**src/rtl/chain_dma_pkg.sv**
```systemverilog
package chain_dma_pkg;
  localparam int unsigned RA_DESC  = 0;
  localparam int unsigned RA_COUNT = 1;
  localparam int unsigned RA_STAT  = 2;
  localparam int unsigned RA_BELL  = 3;

  localparam int unsigned CB_LINK = 0;
  localparam int unsigned CB_IE   = 1;
  localparam int unsigned CB_DINC = 22;
  localparam int unsigned CB_SINC = 23;

  localparam int unsigned SB_EN   = 0;
  localparam int unsigned SB_HALT = 2;
  localparam int unsigned SB_TERM = 3;
  localparam int unsigned SB_AERR = 4;

  typedef enum logic [2:0] {
    S_IDLE, S_FETCH, S_FWAIT, S_UNIT, S_RD, S_RWAIT, S_WR, S_END
  } eng_state_e;
endpackage

```
**src/rtl/cdma_size_dec.sv**
```systemverilog
module cdma_size_dec #(
  parameter int unsigned BEAT_W = 6
) (
  input  logic [2:0]        code,
  output logic              legal,
  output logic [7:0]        bytes,
  output logic [BEAT_W-1:0] beats,
  output logic [2:0]        step
);
  always_comb begin
    legal = 1'b1;
    unique case (code)
      3'd0: bytes = 8'd4;
      3'd1: bytes = 8'd1;
      3'd2: bytes = 8'd2;
      3'd3: bytes = 8'd16;
      3'd4: bytes = 8'd32;
      3'd5: bytes = 8'd64;
      3'd6: bytes = 8'd128;
      default: begin bytes = 8'd1; legal = 1'b0; end
    endcase
    if (bytes >= 8'd4) begin
      beats = BEAT_W'(bytes[7:2]);
      step  = 3'd4;
    end else begin
      beats = BEAT_W'(1);
      step  = bytes[2:0];
    end
  end
endmodule

```
**src/rtl/cdma_lane_mux.sv**
```systemverilog
module cdma_lane_mux (
  input  logic [31:0] rd_word,
  input  logic [1:0]  src_lo,
  input  logic [1:0]  dst_lo,
  input  logic [7:0]  bytes,
  output logic [31:0] wdata,
  output logic [3:0]  be
);
  logic [31:0] aligned;
  logic [3:0]  base_be;
  always_comb begin
    aligned = rd_word >> {src_lo, 3'b000};
    wdata   = aligned << {dst_lo, 3'b000};
    case (bytes)
      8'd1:    base_be = 4'b0001;
      8'd2:    base_be = 4'b0011;
      default: base_be = 4'b1111;
    endcase
    be = base_be << dst_lo;
  end
endmodule

```
**src/rtl/chain_dma_chan.sv**
```systemverilog
module chain_dma_chan #(
  parameter int unsigned ADDR_W = 32,
  parameter int unsigned CNT_W  = 24,
  parameter int unsigned OFF_W  = 8,
  parameter int unsigned BEAT_W = 6
) (
  input  logic        clk,
  input  logic        rst_n,
  input  logic        reg_wr_en,
  input  logic [1:0]  reg_addr,
  input  logic [31:0] reg_wdata,
  output logic [31:0] reg_rdata,
  output logic        irq,
  output logic        mem_req_valid,
  input  logic        mem_req_ready,
  output logic        mem_req_write,
  output logic [31:0] mem_req_addr,
  output logic [31:0] mem_req_wdata,
  output logic [3:0]  mem_req_be,
  input  logic        mem_rsp_valid,
  input  logic [31:0] mem_rsp_data
);
  import chain_dma_pkg::*;

  localparam int unsigned LINK_SH = 4;

  eng_state_e          state;
  logic [ADDR_W-1:0]   dar, base, src, dst;
  logic [31:0]         cmd, rd_hold;
  logic [CNT_W-1:0]    cnt;
  logic [OFF_W-1:0]    nxt;
  logic [1:0]          wsel;
  logic [BEAT_W-1:0]   beat;
  logic                st_en, st_halt, st_tt, st_ar, ie_flag, bell;

  logic                legal, misal;
  logic [7:0]          bytes;
  logic [BEAT_W-1:0]   beats;
  logic [2:0]          step;
  logic [31:0]         lane_wdata;
  logic [3:0]          lane_be;

  cdma_size_dec #(.BEAT_W(BEAT_W)) u_size (
    .code(cmd[10:8]), .legal(legal), .bytes(bytes), .beats(beats), .step(step)
  );

  cdma_lane_mux u_lane (
    .rd_word(rd_hold), .src_lo(src[1:0]), .dst_lo(dst[1:0]), .bytes(bytes),
    .wdata(lane_wdata), .be(lane_be)
  );

  assign misal = |((src[7:0] | dst[7:0]) & (bytes - 8'd1));

  always_ff @(posedge clk or negedge rst_n) begin
    if (!rst_n) begin
      state <= S_IDLE;
      dar <= '0; base <= '0; src <= '0; dst <= '0;
      cmd <= '0; rd_hold <= '0; cnt <= '0; nxt <= '0;
      wsel <= '0; beat <= '0;
      st_en <= 1'b0; st_halt <= 1'b0; st_tt <= 1'b0; st_ar <= 1'b0;
      ie_flag <= 1'b0; bell <= 1'b0;
    end else begin
      if (reg_wr_en) begin
        case (reg_addr)
          2'(RA_DESC):  dar <= ADDR_W'(reg_wdata);
          2'(RA_COUNT): if (state == S_IDLE) cnt <= reg_wdata[CNT_W-1:0];
          2'(RA_STAT): begin
            st_en   <= reg_wdata[SB_EN];
            st_halt <= reg_wdata[SB_HALT];
            st_tt   <= reg_wdata[SB_TERM];
            st_ar   <= reg_wdata[SB_AERR];
          end
          default: if (reg_wdata[0]) bell <= 1'b1;
        endcase
      end
      case (state)
        S_IDLE: if (st_en && bell) begin
          bell <= 1'b0; base <= dar; wsel <= '0; ie_flag <= 1'b0;
          state <= S_FETCH;
        end
        S_FETCH: if (mem_req_ready) state <= S_FWAIT;
        S_FWAIT: if (mem_rsp_valid) begin
          case (wsel)
            2'd0: cmd <= mem_rsp_data;
            2'd1: src <= ADDR_W'(mem_rsp_data);
            2'd2: dst <= ADDR_W'(mem_rsp_data);
            default: begin
              cnt <= mem_rsp_data[CNT_W-1:0];
              nxt <= mem_rsp_data[31 -: OFF_W];
            end
          endcase
          if (wsel == 2'd3) state <= S_UNIT;
          else begin wsel <= wsel + 2'd1; state <= S_FETCH; end
        end
        S_UNIT: begin
          if (!st_en) state <= S_IDLE;
          else if (cnt == '0) state <= S_END;
          else if (!legal) begin st_halt <= 1'b1; st_en <= 1'b0; state <= S_IDLE; end
          else if (misal) begin st_ar <= 1'b1; st_en <= 1'b0; state <= S_IDLE; end
          else begin beat <= '0; state <= S_RD; end
        end
        S_RD: if (mem_req_ready) state <= S_RWAIT;
        S_RWAIT: if (mem_rsp_valid) begin rd_hold <= mem_rsp_data; state <= S_WR; end
        S_WR: if (mem_req_ready) begin
          if (cmd[CB_SINC]) src <= src + ADDR_W'(step);
          if (cmd[CB_DINC]) dst <= dst + ADDR_W'(step);
          if (beat == beats - BEAT_W'(1)) begin
            cnt <= cnt - CNT_W'(1); state <= S_UNIT;
          end else begin
            beat <= beat + BEAT_W'(1); state <= S_RD;
          end
        end
        default: begin
          if (cmd[CB_LINK]) begin
            dar <= base + ADDR_W'({nxt, LINK_SH'(0)});
            wsel <= '0; state <= S_FETCH;
          end else begin
            st_tt <= 1'b1; st_en <= 1'b0; ie_flag <= cmd[CB_IE]; state <= S_IDLE;
          end
        end
      endcase
    end
  end

  always_comb begin
    mem_req_valid = (state == S_FETCH) || (state == S_RD) || (state == S_WR);
    mem_req_write = (state == S_WR);
    mem_req_wdata = lane_wdata;
    mem_req_be    = (state == S_WR) ? lane_be : 4'b0000;
    case (state)
      S_RD:    mem_req_addr = 32'({src[ADDR_W-1:2], 2'b00});
      S_WR:    mem_req_addr = 32'({dst[ADDR_W-1:2], 2'b00});
      default: mem_req_addr = 32'(dar + ADDR_W'({wsel, 2'b00}));
    endcase
    case (reg_addr)
      2'(RA_DESC):  reg_rdata = 32'(dar);
      2'(RA_COUNT): reg_rdata = 32'(cnt);
      2'(RA_STAT):  reg_rdata = {27'd0, st_ar, st_tt, st_halt, 1'b0, st_en};
      default:      reg_rdata = {31'd0, bell};
    endcase
  end

  assign irq = st_tt & ie_flag;

  logic unused_bits;
  assign unused_bits = ^{cmd[31:24], cmd[21:11], cmd[7:2]};
endmodule

```
**config.mk**
```make
export PLATFORM = sky130hd
export DESIGN_NAME = chain_dma_chan
export DESIGN_NICKNAME = d
export VERILOG_FILES = /design/src/rtl/chain_dma_pkg.sv /design/src/rtl/cdma_size_dec.sv /design/src/rtl/cdma_lane_mux.sv /design/src/rtl/chain_dma_chan.sv
export SDC_FILE = /design/constraint.sdc
export NUM_CORES = 1
export LEC_CHECK = 0
export ABC_AREA = 1
export CAP_MARGIN = 20
export CORE_MARGIN = 3
export CORE_UTILIZATION = 60
export DETAILED_ROUTE_END_ITERATION = 12
export PLACE_DENSITY = 0.93
export SLEW_MARGIN = 20
export SYNTH_ARGS = -nofsm -noshare
export SYNTH_HDL_FRONTEND = slang
export SYNTH_SLANG_ARGS = --single-unit
```
**constraint.sdc**
```tcl
create_clock -name clk -period 9.54 [get_ports clk]
set_input_delay 1.908 -clock clk [delete_from_list [all_inputs] [get_ports clk]]
set_output_delay 1.908 -clock clk [all_outputs]
set_load 0.01 [all_outputs]
```
==> results_tabular.tex <==
\begin{tabular}{lr}
\hline
Metric & Value \\
\hline
\multicolumn{2}{l}{\textbf{Cells and area}} \\
\quad Utilization of the core after routing & between 70 and 80\% \\
\quad Count of non-filler cells in the finished layout & around 2900 \\
\quad Leading cell types in the layout, fill and taps excluded & 631 x nand2\_1, 313 x inv\_1, 258 x nor2\_1 \\
\quad Most frequent standard cell in the layout excluding fill and tap cells & nand2\_1 \\
\quad Layout overhead on the synthesized area & 17.4\% \\
\quad Net count reported at finish & 2612 \\
\quad Fraction of layout cells with a size suffix above 1 & approximately 3.6\% \\
\quad Area of all placed cells without fillers & 18500 sq um \\
\multicolumn{2}{l}{\textbf{Floorplanning}} \\
\quad I/O Pins & between 150 and 200 \\
\quad Row Count & slightly below 60 \\
\quad Die width & 168 microns \\
\quad Overall die height & around 170 microns \\
\quad Core region area & approximately 26000 sq um \\
\quad Initial standard-cell utilization of the core & between 60\% and 70\% \\
\quad DIE AREA & 28300 sq um \\
\multicolumn{2}{l}{\textbf{Synth}} \\
\quad Top-area cell type share of the netlist area & $\sim$34\% \\
\quad Cell type contributing the most total cell area after synthesis & dfrtp\_1 \\
\quad Cells after Synth & about 2400 \\
\quad Dominant synthesized flop cell & dfrtp\_1 \\
\quad Yosys warning total & 0 \\
\quad Proportion of synthesized flip-flops having asynchronous set or reset & 100\% \\
\quad Most area-consuming cells after synthesis & dfrtp\_1 34\%, nand2\_1 15\%, o21ai\_0 7.6\% \\
\quad \#FFs+latches synth & 216 \\
\quad Net Count, Synth & 2495 \\
\quad Post-synthesis cell type count & roughly 50 \\
\quad Share of the yosys chip area belonging to registers & $\sim$34\% \\
\quad Syn avg cell area & 6.60 sq um \\
\quad Post-Synthesis Cell Area & 15800 sq um \\
\quad Count of flip-flops with a built-in enable after synthesis & 0 \\
\multicolumn{2}{l}{\textbf{Timing}} \\
\quad Worst Max-Slew Pin Slew & 1060 ps \\
\quad Number of hold violations in the final report & 0 \\
\quad Min Clock Period, post-route & $\sim$6300 ps \\
\quad Total of endpoints with negative setup slack in the final report & 0 \\
\quad Max Transition Viols Final & 0 \\
\quad Fin worst setup slack & $\sim$3200 ps \\
\quad Maximum clock skew at final layout & around 19 ps \\
\quad RSZ-0062 raised after global routing & no \\
\quad Post-route worst hold slack & 480 ps \\
\quad Slew HR & slightly below 30\% \\
\quad Period utilization & 66.2\% \\
\quad Maximum operating frequency & $\sim$160 MHz \\
\quad Post-Route Setup TNS & 0 ps \\
\multicolumn{2}{l}{\textbf{Detailed routing}} \\
\quad Via density & $\sim$6.4 \\
\quad Detail-routed net length per standard cell & $\sim$22 microns \\
\quad Detailed-router iteration count before antenna repair & 8 \\
\quad Violation count after the first detailed-route iteration & 2971 \\
\quad Residual DRC & 0 \\
\quad Wire length after detailed routing & 64200 microns \\
\quad Via count & 18368 \\
\quad Antenna-violating nets left & 0 \\
\multicolumn{2}{l}{\textbf{Outcome}} \\
\quad Status & completed \\
\multicolumn{2}{l}{\textbf{Setup path}} \\
\quad CP Data Required Time & between 7000 and 8000 ps \\
\quad Longest individual stage delay on the worst path & between 800 and 900 ps \\
\quad Setup crit end kind & output port \\
\quad Critical path, cell by cell & inv\_1 > nor2\_4 > inv\_2 > nor2\_1 > clkinv\_1 > o221ai\_1 > clkdlybuf4s50\_1 \\
\quad Setup slack of the most critical reg-to-reg path & roughly 5500 ps \\
\quad Crit path from & state[2] \\
\quad CP Buf/Inv Count & 4 \\
\quad Max stage delay cell, worst path & clkinv\_1 \\
\quad Timing endpoint of the critical path & mem\_req\_addr[24] \\
\quad Gate family responsible for the most delay along the worst path & buffers and inverters \\
\quad Crit path launch type & flip-flop \\
\quad Crit path max fanout & 27 \\
\quad Number of gates on the worst path with buffers counted & 7 \\
\quad Worst setup path class & flip-flop to output port \\
\quad Worst r2r dst & src[26] \\
\quad R2R Path Start & cmd[9] \\
\quad WP data arrival & roughly 4400 ps \\
\quad R2r worst-path depth & 21 \\
\multicolumn{2}{l}{\textbf{Clock tree}} \\
\quad Post-CTS setup buffers & 0 \\
\quad Clock latency on the worst-skew pair & 540 ps \\
\quad Clk slew on worst S/H paths & about 60 ps \\
\quad Quantity of hold-fixing buffers added after cts & 0 \\
\quad Number of sinks on the clock net & approximately 220 \\
\quad Buffer levels on the longest clock path & 3 \\
\quad TritonCTS clock tree & done \\
\quad Number of buffers inserted during clock tree synthesis & 25 \\
\quad Number of H-tree branching levels & 1 \\
\quad PostCTS Resize Cnt & 0 \\
\quad Root cell of the clock tree & clkbuf\_16 \\
\multicolumn{2}{l}{\textbf{Place}} \\
\quad Half-perimeter wire length after placement & roughly 48000 microns \\
\quad Cell total after placement & $\sim$2800 \\
\quad Placed cell area & roughly 18000 sq um \\
\quad Number of I/O port buffers & between 150 and 200 \\
\quad Dpl ws & approximately 3700 ps \\
\quad Last weighted congestion value of the routability-driven placer & between 1 and 1.5 \\
\multicolumn{2}{l}{\textbf{Job}} \\
\quad Total of max-cap violations & 0 \\
\multicolumn{2}{l}{\textbf{Global route}} \\
\quad First-pass GRT wire length & roughly 97000 microns \\
\quad Maximum number of pins on one net before global-route repair & 86 \\
\quad Antenna violations before repair & 4 \\
\quad Vias in the first global route & 17114 \\
\quad Final global-route overflow total & 0 \\
\quad GRT Total Usage & 44.0\% \\
\multicolumn{2}{l}{\textbf{Power}} \\
\quad Power density over the cells & around 300 nW/um\^{}2 \\
\quad Power Total & $\sim$5.7 mW \\
\quad Static leakage power & between 8 and 9 nW \\
\quad Largest voltage drop on the vdd net & approximately 0.32 mV \\
\multicolumn{2}{l}{\textbf{Min path}} \\
\quad Class of the tightest hold or removal check & flip-flop to flip-flop \\
\hline
\end{tabular}
-- power by group --
group / total (mW) / switching (mW) / internal (mW) / leakage (nW)
logic: 2.97 / 1.92 / 1.05 / 5.54
clock network: 1.04 / 0.421 / 0.617 / 0.422
registers: 1.73 / 0.448 / 1.28 / 2.65
total: 5.73 / 2.79 / 2.94 / 8.61
-- kinds of logic (layout without fill, tap and decap cells) --
kind of cell,after synthesis,count (layout),synth area share [%]
other cells,0,2,0
compound gates,498,498,18.1
fa+ha+maj,29,29,2.49
buf+inv,420,555,10.3
simple gates,1157,1157,30.7
flops,216,216,34.2
xor+xnor,72,72,3.99
mux,3,3,0.214
-- tightest hold or removal path: stages, from the launching register on --
cell and delay (ps):
dfrtp_1 340, nand2_1 50, nand2_1 50
-- Yosys cell counts (9+ instances only) --
cell type,number
nand2_1,632
inv_1,313
nor2_1,261
o21ai_0,240
dfrtp_1,216
nand3_1,132
a21oi_1,77
clkbuf_1,70
xor2_1,67
o22ai_1,50
nand4_1,48
nor3_1,47
a31oi_1,42
ha_1,25
o221ai_1,21
o211ai_1,20
buf_2,16
nor4_1,12
a211oi_1,11
a22oi_1,10
buf_1,9
-- state kept, by name, summed over array words and instances, names as in the netlist --
| name | count |
|---|---|
| cmd | 7 |
| base | 32 |
| st_halt | 1 |
| nxt | 8 |
| src | 32 |
| beat | 6 |
| ie_flag | 1 |
| bell | 1 |
| dar | 32 |
| wsel | 2 |
| st_en | 1 |
| rd_hold | 32 |
| cnt | 24 |
| state | 3 |
| dst | 32 |
| st_tt | 1 |
| st_ar | 1 |
-- metal layers --
layer | routed length, microns | global-route usage (%) | vias to the layer above
met5 | 57 | 0 | -
met2 | 26800 | 64.6 | 1497
met4 | 5190 | 28.5 | 6
met1 | 23400 | 58.0 | 8421
met3 | 8790 | 11.1 | 320
li1 | - | - | 8124
-- worst min path at each step --
stage,from,to,slack (ps),depth (start not counted)
2_1_floorplan,dst[29],dst[29],450,2
3_3_place_gp,dst[29],dst[29],460,2
3_5_place_dp,dst[29],dst[29],470,2
4_1_cts,dst[29],dst[29],480,2
5_1_grt,dst[29],dst[29],500,2
6_report,dst[29],dst[29],480,2
-- final cells by class --
class / instances / area, sq um
clock buffer: 32 / 682
fill: 2031 / 7000
tap: 330 / 413
clock inverter: 13 / 184
sequential: 216 / 5410
multi-input combinational: 1759 / 8790
inverter: 322 / 1210
timing repair buffer: 188 / 1850
antenna: 2 / 5.00
(Power assumes the default switching activity.)
